**config.mk**
```make
export PLATFORM = sky130hd
export DESIGN_NAME = li_charge_seq
export DESIGN_NICKNAME = d
export VERILOG_FILES = /design/src/rtl/chg_pkg.sv /design/src/rtl/chg_dglitch.sv /design/src/rtl/chg_tmr.sv /design/src/rtl/li_charge_seq.sv
export SDC_FILE = /design/constraint.sdc
export NUM_CORES = 1
export LEC_CHECK = 0
export ABC_AREA = 1
export BUFFER_PORTS_ARGS = -buffer_cell sky130_fd_sc_hd__buf_2
export CORE_ASPECT_RATIO = 1.2
export CORE_MARGIN = 2
export CORE_UTILIZATION = 43
export CTS_BUF_LIST = sky130_fd_sc_hd__clkbuf_4 sky130_fd_sc_hd__clkbuf_8
export CTS_CLUSTER_DIAMETER = 80
export DETAILED_ROUTE_END_ITERATION = 10
export GPL_ROUTABILITY_DRIVEN = 0
export HOLD_SLACK_MARGIN = 0.02
export SETUP_SLACK_MARGIN = 0.02
export SYNTH_ARGS = -nofsm -noshare
export SYNTH_HDL_FRONTEND = slang
export SYNTH_HIERARCHICAL = 1
export SYNTH_SLANG_ARGS = --single-unit
export TNS_END_PERCENT = 5
```
**constraint.sdc**
```tcl
create_clock -name clk -period 2.1 [get_ports clk]
set_clock_uncertainty 0.1 [all_clocks]
set_input_delay 0.21 -clock clk [delete_from_list [all_inputs] [get_ports clk]]
set_output_delay 0.21 -clock clk [all_outputs]
set_load 0.01 [all_outputs]
```
**src/rtl/chg_pkg.sv**
```systemverilog
// Shared types for the charge sequencer: internal states, phase codes and
// the index of each filtered comparator flag.
package chg_pkg;
    typedef enum logic [3:0] {
        ST_OFF, ST_PRE, ST_FAST, ST_CV, ST_DONE,
        ST_OVP, ST_TO_DET, ST_TO_WAIT, ST_PROBE
    } chg_st_e;

    typedef enum logic [2:0] {
        MD_OFF   = 3'd0,
        MD_PRE   = 3'd1,
        MD_FAST  = 3'd2,
        MD_CV    = 3'd3,
        MD_DONE  = 3'd4,
        MD_FAULT = 3'd5
    } chg_mode_e;

    localparam int NFLT    = 3;
    localparam int FL_LOWV = 0;  // battery above the low-voltage level
    localparam int FL_TERM = 1;  // taper current reached
    localparam int FL_RCH  = 2;  // battery below the recharge level
endpackage

```
**src/rtl/chg_dglitch.sv**
```systemverilog
// Deglitch filter: the output takes the input's value once that value has
// held for N ticks. Any change of the input restarts the count.
// Assumes tick is a one-cycle pulse; the output resets to 0.
module chg_dglitch #(
    parameter int N = 30
) (
    input  logic clk,
    input  logic rst_n,
    input  logic tick,
    input  logic raw,
    output logic filt
);
    localparam int CW = $clog2(N + 1);

    logic          prev;
    logic [CW-1:0] cnt;

    // Track the last seen value and count ticks of stability.
    always_ff @(posedge clk) begin
        if (!rst_n) begin
            prev <= 1'b0;
            cnt  <= '0;
            filt <= 1'b0;
        end else if (raw != prev) begin
            prev <= raw;
            cnt  <= '0;
        end else if (tick && (filt != prev)) begin
            if (cnt == CW'(N - 1)) begin
                filt <= prev;
                cnt  <= '0;
            end else begin
                cnt <= cnt + 1'b1;
            end
        end
    end

    AST_DGL_AFTER_WINDOW: assert property (@(posedge clk) disable iff (!rst_n)
        !$stable(filt) |-> ($past(cnt) == CW'(N - 1)));
endmodule

```
**src/rtl/chg_tmr.sv**
```systemverilog
// Safety timer: counts ticks while run is high, holds otherwise, and
// saturates at the limit. Assumes clr takes priority over counting.
module chg_tmr #(
    parameter int W = 20
) (
    input  logic         clk,
    input  logic         rst_n,
    input  logic         tick,
    input  logic         clr,
    input  logic         run,
    input  logic [W-1:0] lim,
    output logic         expired
);
    logic [W-1:0] cnt;

    // Count enabled ticks up to the limit; clear on request.
    always_ff @(posedge clk) begin
        if (!rst_n)                        cnt <= '0;
        else if (clr)                      cnt <= '0;
        else if (run && tick && !expired)  cnt <= cnt + 1'b1;
    end

    // Flag the limit as reached.
    always_comb expired = (cnt >= lim);
endmodule

```
**src/rtl/li_charge_seq.sv**
```systemverilog
// Charge sequencer top: phase state machine, flag filters, two safety
// timers and the status decode. Assumes all flag inputs are synchronous
// to clk and that tick is a one-cycle pulse per millisecond.
module li_charge_seq
    import chg_pkg::*;
#(
    parameter int DGL_TICKS = 30,
    parameter int PRE_TICKS = 1800000,
    parameter int FAST_W    = 20
) (
    input  logic              clk,
    input  logic              rst_n,
    input  logic              tick,
    input  logic              supply_ok,
    input  logic              ce_n,
    input  logic              ttc_en,
    input  logic              tmr_off,
    input  logic              bat_low,
    input  logic              bat_rch,
    input  logic              term_hit,
    input  logic              ovp,
    input  logic              temp_ok,
    input  logic              pres_done,
    input  logic              pres_ok,
    input  logic [FAST_W-1:0] fast_limit,
    output logic [2:0]        mode,
    output logic              conv_en,
    output logic              det_en,
    output logic              pres_start,
    output logic              stat1,
    output logic              stat2,
    output logic              pgood
);
    localparam int PRE_W = $clog2(PRE_TICKS + 1);
    localparam logic [PRE_W-1:0] PRE_LIM = PRE_W'(PRE_TICKS);

    chg_st_e          st, nxt;
    logic             ce_q, ttc_q, go_start, pres_q;
    logic [NFLT-1:0]  raw_v, flt;
    logic             pre_exp, fast_exp;

    wire active   = supply_ok & ~ce_n;
    wire restart  = (ce_q & ~ce_n) | (~ttc_q & ttc_en);
    wire tmr_en   = ttc_en & ~tmr_off;
    wire charging = (st == ST_PRE) || (st == ST_FAST) || (st == ST_CV);
    wire chg_st_e start_st = bat_low ? ST_PRE : ST_FAST;
    wire chg_st_e flt_st   = bat_rch ? ST_TO_DET : ST_TO_WAIT;

    assign raw_v = {bat_rch, term_hit, ~bat_low};

    genvar g;
    generate
        for (g = 0; g < NFLT; g++) begin : g_flt
            chg_dglitch #(.N(DGL_TICKS)) u_dgl (
                .clk(clk), .rst_n(rst_n), .tick(tick),
                .raw(raw_v[g]), .filt(flt[g])
            );
        end
    endgenerate

    chg_tmr #(.W(PRE_W)) u_pre_tmr (
        .clk(clk), .rst_n(rst_n), .tick(tick), .clr(go_start),
        .run(st == ST_PRE && temp_ok && tmr_en && !ovp),
        .lim(PRE_LIM), .expired(pre_exp)
    );

    chg_tmr #(.W(FAST_W)) u_fast_tmr (
        .clk(clk), .rst_n(rst_n), .tick(tick), .clr(go_start),
        .run((st == ST_FAST || st == ST_CV) && temp_ok && tmr_en && !ovp),
        .lim(fast_limit), .expired(fast_exp)
    );

    // Next-state selection with sleep, overvoltage, restart priority.
    always_comb begin
        nxt      = st;
        go_start = 1'b0;
        if (!active) begin
            nxt = ST_OFF;
        end else if (ovp) begin
            nxt = ST_OVP;
        end else if (st == ST_OFF) begin
            go_start = (ce_q & ~ce_n) | bat_rch;
            nxt      = go_start ? start_st : ST_DONE;
        end else if (restart && st != ST_OVP) begin
            go_start = 1'b1;
            nxt      = start_st;
        end else begin
            unique case (st)
                ST_PRE: if (temp_ok) begin
                    if (pre_exp && tmr_en)  nxt = flt_st;
                    else if (flt[FL_LOWV])  nxt = ST_FAST;
                end
                ST_FAST: if (temp_ok) begin
                    if (fast_exp && tmr_en) nxt = flt_st;
                    else if (!bat_rch)      nxt = ST_CV;
                end
                ST_CV: if (temp_ok) begin
                    if (fast_exp && tmr_en)          nxt = flt_st;
                    else if (ttc_en && flt[FL_TERM]) nxt = ST_DONE;
                end
                ST_DONE: if (flt[FL_RCH] && bat_rch) begin
                    go_start = 1'b1;
                    nxt      = start_st;
                end
                ST_OVP: if (bat_rch) begin
                    go_start = 1'b1;
                    nxt      = start_st;
                end
                ST_TO_DET:  if (!bat_rch) nxt = ST_TO_WAIT;
                ST_TO_WAIT: if (bat_rch)  nxt = ST_PROBE;
                ST_PROBE: if (pres_done) begin
                    go_start = pres_ok;
                    nxt      = pres_ok ? start_st : ST_TO_DET;
                end
                default: nxt = ST_OFF;
            endcase
        end
    end

    // State, edge-detect history and presence start pulse registers.
    always_ff @(posedge clk) begin
        if (!rst_n) begin
            st     <= ST_OFF;
            ce_q   <= 1'b0;
            ttc_q  <= 1'b1;
            pres_q <= 1'b0;
        end else begin
            st     <= nxt;
            ce_q   <= ce_n;
            ttc_q  <= ttc_en;
            pres_q <= (nxt == ST_PROBE) && (st != ST_PROBE);
        end
    end

    // Phase code decode for the mode output.
    always_comb begin
        unique case (st)
            ST_PRE:  mode = MD_PRE;
            ST_FAST: mode = MD_FAST;
            ST_CV:   mode = MD_CV;
            ST_DONE: mode = MD_DONE;
            ST_OVP, ST_TO_DET, ST_TO_WAIT: mode = MD_FAULT;
            default: mode = MD_OFF;
        endcase
    end

    // Converter, detection and status line decode.
    always_comb begin
        conv_en    = charging && temp_ok && !ovp;
        stat1      = conv_en;
        stat2      = (st == ST_DONE) && !ovp;
        det_en     = (st == ST_TO_DET);
        pres_start = pres_q;
        pgood      = supply_ok;
    end

    AST_SLEEP_OFF: assert property (@(posedge clk) disable iff (!rst_n)
        !supply_ok |=> (st == ST_OFF));
    AST_OVP_WINS: assert property (@(posedge clk) disable iff (!rst_n)
        (ovp && active) |=> (st == ST_OVP));
    AST_TERM_GATED: assert property (@(posedge clk) disable iff (!rst_n)
        (st == ST_DONE && $past(st) == ST_CV) |-> $past(ttc_en));
    AST_SUSPEND_HOLD: assert property (@(posedge clk) disable iff (!rst_n)
        (st == ST_PRE && !temp_ok && active && !ovp && !restart) |=> (st == ST_PRE));
    AST_STAT_EXCL: assert property (@(posedge clk) disable iff (!rst_n)
        !(stat1 && stat2));
    AST_DET_NO_CONV: assert property (@(posedge clk) disable iff (!rst_n)
        det_en |-> !conv_en);
    AST_PROBE_PULSE: assert property (@(posedge clk) disable iff (!rst_n)
        pres_start |=> !pres_start);
endmodule

```
Word-level counts from Yosys, hierarchy flattened
Index checks and enable logic that the tools add are counted.

Output and inout port bits: 9. Input port bits: 34. Flip-flop bits (word level): 69.

Reduce and logical (&&, ||, !) cells: 37. Muxes and demuxes: 35. Equality and inequality tests: 20. Bitwise gates (word level): 14. $add $sub $neg: 5. $lt $le $gt $ge: 2.

Operators with widths (count): 4-bit 2-to-1 mux (18); 4-bit case mux with 8 select lines (1); 1-bit logical AND (22); 21-bit by 1-bit adder with 21-bit output, second input constant (1); 21-bit >= comparator, second input constant (1); 20-bit by 1-bit adder with 20-bit output, second input constant (1); 20-bit >= comparator (1); 4-bit by 3-bit equality test with 1-bit output, second input constant (4); 5-bit by 1-bit adder with 5-bit output, second input constant (3); 5-bit equality test, second input constant (3); 5-bit 2-to-1 mux (3); 3-bit case mux with 5 select lines (1); 3-bit AND reduction (3); 4-bit by 2-bit equality test with 1-bit output, second input constant (2); 4-bit equality test, second input constant (2); 1-bit 2-to-1 mux (8); 1-bit inverter (8); 2-bit OR reduction (4); 3-bit 2-to-1 mux (2); 1-bit inequality test (6); 1-bit AND (4); 4-bit by 1-bit equality test with 1-bit output, second input constant (1); 4-bit logical NOT (1); 4-bit by 3-bit inequality test with 1-bit output, second input constant (1); other kinds (7) (12).

Longest topological paths before layout
Depth after elaboration: 12. Mapped depth: 23. Mapped depth without buffers: 22.

Modules after synthesis
The synthesis kept the hierarchy.

By module, submodules not included: chg_tmr (u_pre_tmr) (instances 1, area an instance 2199.6 um^2, cells each 355, sequential area each 420.4 um^2); chg_tmr (u_fast_tmr) (instances 1, area an instance 1762.9 um^2, cells each 279, sequential area each 400.4 um^2); chg_dglitch (instances 3, area an instance 469.2 um^2, cells each 66, sequential area each 140.1 um^2); li_charge_seq (instances 1, area an instance 844.6 um^2, cells each 159, sequential area each 140.1 um^2).

Worst setup path before layout
Ideal clock, no wire load.

Path type: register to register. Start: register u_fast_tmr.cnt[0]. End: register st[1]. Clock period less this slack: 2.264 ns. Library setup time: 0.111 ns. Path slack: -0.164 ns. Arrival time: 2.053 ns. Stages on the path, launching flop included: 24. Data required time: 1.889 ns. Path through: dfxtp_1 -> inv_1 -> ha_1 -> inv_1 -> nand2_1 -> nand2_1 -> nand2_1 -> nand2_1 -> nand2_1 -> nand2_1 -> nand2_1 -> nand2_1 -> clkbuf_1 -> nand2_1 -> nand3_1 -> nand2_1 -> nand2_1 -> nand3_1 -> nand2_1 -> nand3_1 -> nand2_1 -> nand2_1 -> nand2_1 -> nor2_1.

Word-level cells in the longest chain between the ends: 9. Elaborated cells on any way between the ends: 11.

RTL lines: from (decl) (line chg_tmr.sv:14) `logic [W-1:0] cnt;`; from (signal assigned) (line chg_tmr.sv:20) `else if (run && tick && !expired) cnt <= cnt + 1'b1;`; 20-bit >= comparator (*) (line chg_tmr.sv:24) `always_comb expired = (cnt >= lim);`; net fast_exp (line li_charge_seq.sv:40) `logic pre_exp, fast_exp;`; 1-bit logical AND (*) (line li_charge_seq.sv:94, li_charge_seq.sv:98); 4-bit 2-to-1 mux (on tied branches) (line li_charge_seq.sv:98, li_charge_seq.sv:94); 4-bit 2-to-1 mux (on tied branches) (line li_charge_seq.sv:97, li_charge_seq.sv:93); 4-bit case mux with 8 select lines (*) (line li_charge_seq.sv:88) `unique case (st)`; 4-bit 2-to-1 mux (*) (line li_charge_seq.sv:84) `end else if (restart && st != ST_OVP) begin`; 4-bit 2-to-1 mux (*) (line li_charge_seq.sv:81) `end else if (st == ST_OFF) begin`; 4-bit 2-to-1 mux (*) (line li_charge_seq.sv:79) `end else if (ovp) begin`; 4-bit 2-to-1 mux (*) (line li_charge_seq.sv:77) `if (!active) begin`; to (signal assigned) (line li_charge_seq.sv:128) `st <= nxt;`; to (decl) (line li_charge_seq.sv:37) `chg_st_e st, nxt;`.

The timed path passes the listed nets; every way through them passes the cells marked *. A chain may end at the register's enable or synchronous reset.

Worst setup path in the final report
Start: register u_fast_tmr.cnt[17]. End: register st[0].

Same word-level chain as after synthesis.

==> flow_summary_export.csv <==
group,metric,value,unit
setup_path,reg2reg_from,"u_fast_tmr/cnt[17]",
sta,finalCritPeriodShare,1.02,
sta,final_hold_viol_count,0,
clock_network,numCtsBuffers,9,
global_routing,met1_usage,0.253,
power_and_ir_drop,irDropWorstVdd,0.000338,V
setup_path,end_kind,"flip-flop",
sta,period_needed,2140,ps
worst_hold_path,hold_class,"in2reg",
global_routing,busiest_layer,"met2",
floorplan,start_util,0.437,
drt,firstDrtPassIters,5,
worst_hold_path,min-delay-start,"rst_n",
placed_design,dp_hpwl,11300,um
synth,ys_ff_latch,69,
floorplan,core-area,14200,sq um
outcome,run_status,"finished with violations",
global_routing,grt_pass1_vias,5591,
setup_path,crit_fanout,2,
clock_network,clock_path_buffers,2,
global_routing,globalRouteTotalUtil,0.197,
global_routing,antenna_found_initial,0,
setup_path,cp.arrival,2350,ps
setup_path,required,2310,ps
synth,syn_inst,991,
synth,ys_types,43,
sta,setup_ws,-42.0,ps
floorplan,io_pins,43,
drt,vias,6204,
power_and_ir_drop,finalPower,2840,uW
clock_network,cts_tree,"built",
setup_path,worstSetupStartpointType,"flip-flop",
global_routing,grt_pass1_wl,25000,um
layout,fillCellCount,1451,
layout,antennaDiodeCount,0,
drt,drt-total-wl,14700,um
synth,synthArstFlopShare,0,
synth,syn_area_per_cell,6.27,sq um
drt,wire_per_inst,11.3,um
global_routing,grt_max_degree,33,
power_and_ir_drop,pwr_density_cell,369,nW/um^2
sta,drv_slew,0,
layout,nets,1202,
drt,ant_nets,0,
floorplan,die_h,136,um
layout,areaGrowthSynthToFinish,24.1,%
clock_network,clock_latency,370,ps
floorplan,fp.dieW,114,um
sta,finalSetupTns,-95.8,ps
clock_network,cts.sinks,69,
clock_network,clock-root-buffer,"clkbuf_8",
drt,drt_iter0_drc,313,
placed_design,portBuffers,42,
floorplan,rows,48,
drt,viasPerCell,4.78,
clock_network,h-tree-depth,3,
synth,ys_seq_area_frac,0.222,
sta,max_freq,467,MHz
layout,multiInputGateArea,4390,sq um
layout,drive_gt1_frac,0.238,
synth,ys.flop_type,"dfxtp_1",
layout,seq_area,1400,sq um
layout,mostFrequentLayoutCells,"251 x nand2_1, 159 x inv_1, 118 x nor2_1, 72 x buf_4",
sta,rsz0062_at_grt,"yes",
clock_network,path_clk_slew,80,ps
synth,synth_edf_count,0,
floorplan,dieArea,15400,sq um
layout,final_common_cell,"nand2_1",
global_routing,grtUsageMet3,0.0273,
flow_run,drv_cap,0,
drt,drc,0,
synth,yosys_warnings,6,
global_routing,grt_use_met2,0.338,
outcome,violations,"negative setup slack",
power_and_ir_drop,p_leak,0.00385,uW
setup_path,crit_start,"u_fast_tmr/cnt[17]",
global_routing,overflow,0,
setup_path,path_class,"reg2reg",
sta,setup_viol,9,
synth,synth_area,6210,sq um
[flip-flops by register name, indices dropped and copies added (netlist names)]
register,cells
g_flt.u_dgl/filt,3
u_pre_tmr/cnt,21
st,4
pres_start,1
ce_q,1
ttc_q,1
g_flt.u_dgl/cnt,15
u_fast_tmr/cnt,20
g_flt.u_dgl/prev,3
[final timing paths]
kind,end,slack (ps),depth (start not counted)
hold reg to reg,g_flt[0].u_dgl/cnt[4],410,4
setup / recovery,st[0],-40,17
setup reg to reg,st[0],-40,17
hold / removal,ttc_q,50,2
[Yosys cell counts, types with 5 or more instances]
cell type	instances	area share
nor2_2	17	0.017
nand3_1	64	0.052
a21oi_1	39	0.031
nand2_2	14	0.014
buf_6	8	0.014
nor2_4	8	0.014
nand3_2	10	0.016
nor2_1	125	0.075
inv_1	161	0.097
xnor2_1	8	0.011
clkinv_1	5	0.0030
ha_1	49	0.099
inv_2	9	0.0054
dfxtp_1	69	0.22
nor3_1	14	0.011
nand2_4	12	0.022
nand4_1	49	0.049
xor2_1	13	0.018
nand2_1	264	0.16
[area by class of cell]
| cell class | instances | area share |
|---|---|---|
| inverters | 176 | 0.0863 |
| clock buffers | 12 | 0.0190 |
| well taps | 175 | 0.0284 |
| multi-input cells | 743 | 0.569 |
| clock inverters | 4 | 0.00633 |
| repair buffers | 120 | 0.110 |
| flip-flops and latches | 69 | 0.181 |
[power by group]
group	internal [uW]	switching (uW)
Sequential	1320	13.9
Combinational	148	227
Clock	588	553
[per-layer routing]
metal | vias to the layer above | share of wire | wire [um]
li1 | 3361 | - | -
met1 | 2724 | 0.47 | 6960
met2 | 103 | 0.48 | 7030
met3 | 16 | 0.032 | 468
met4 | 0 | 0.017 | 250
met5 | - | 0 | 0
[logic make-up (layout without fill, tap and decap cells)]
kind of cell	after synthesis	after routing	synth area share
simple gates	588	588	0.454
buf+inv	198	312	0.133
flops	69	69	0.222
compound gates	64	64	0.0612
fa+ha+maj	49	49	0.0987
xor+xnor	21	21	0.0296
other cells	2	21	0.00121
[per-stage QoR]
stage          worst slack [ps]  hold slack [ps]  instances  cell area (sq um)   util
2_1_floorplan             -20.3              179       1010               6320      -
3_3_place_gp               -155              316       1277               7170  0.504
3_5_place_dp               -218              316       1277               7170  0.504
4_1_cts                   -69.1             36.4       1296               7460  0.524
5_1_grt                    -247             70.1       1299               7710  0.542
6_report                  -42.0             52.9       1299               7710  0.542
[critical path, cell delays in order, from the launching register on]
cell	delay (ps)
dfxtp_2	350
ha_4	280
nand2_4	50
nor2_4	100
nor3b_4	220
nor2b_4	190
nand2_2	80
nand2_4	100
inv_4	40
nor2_4	80
nand2_2	70
nand3_2	60
nand2_1	50
inv_1	60
nor2_2	40
nand2_1	50
nand2_1	60
a21oi_2	120
[what timing repair did]
item	in CTS	in global routing
pin swaps	3	26
hold endpoints to repair	2	0
gates cloned	0	0
setup endpoints to repair	27	44
buffers inserted	1	3
hold buffers	2	0
resized for setup	16	46
Power figures use the tool's default switching activity.
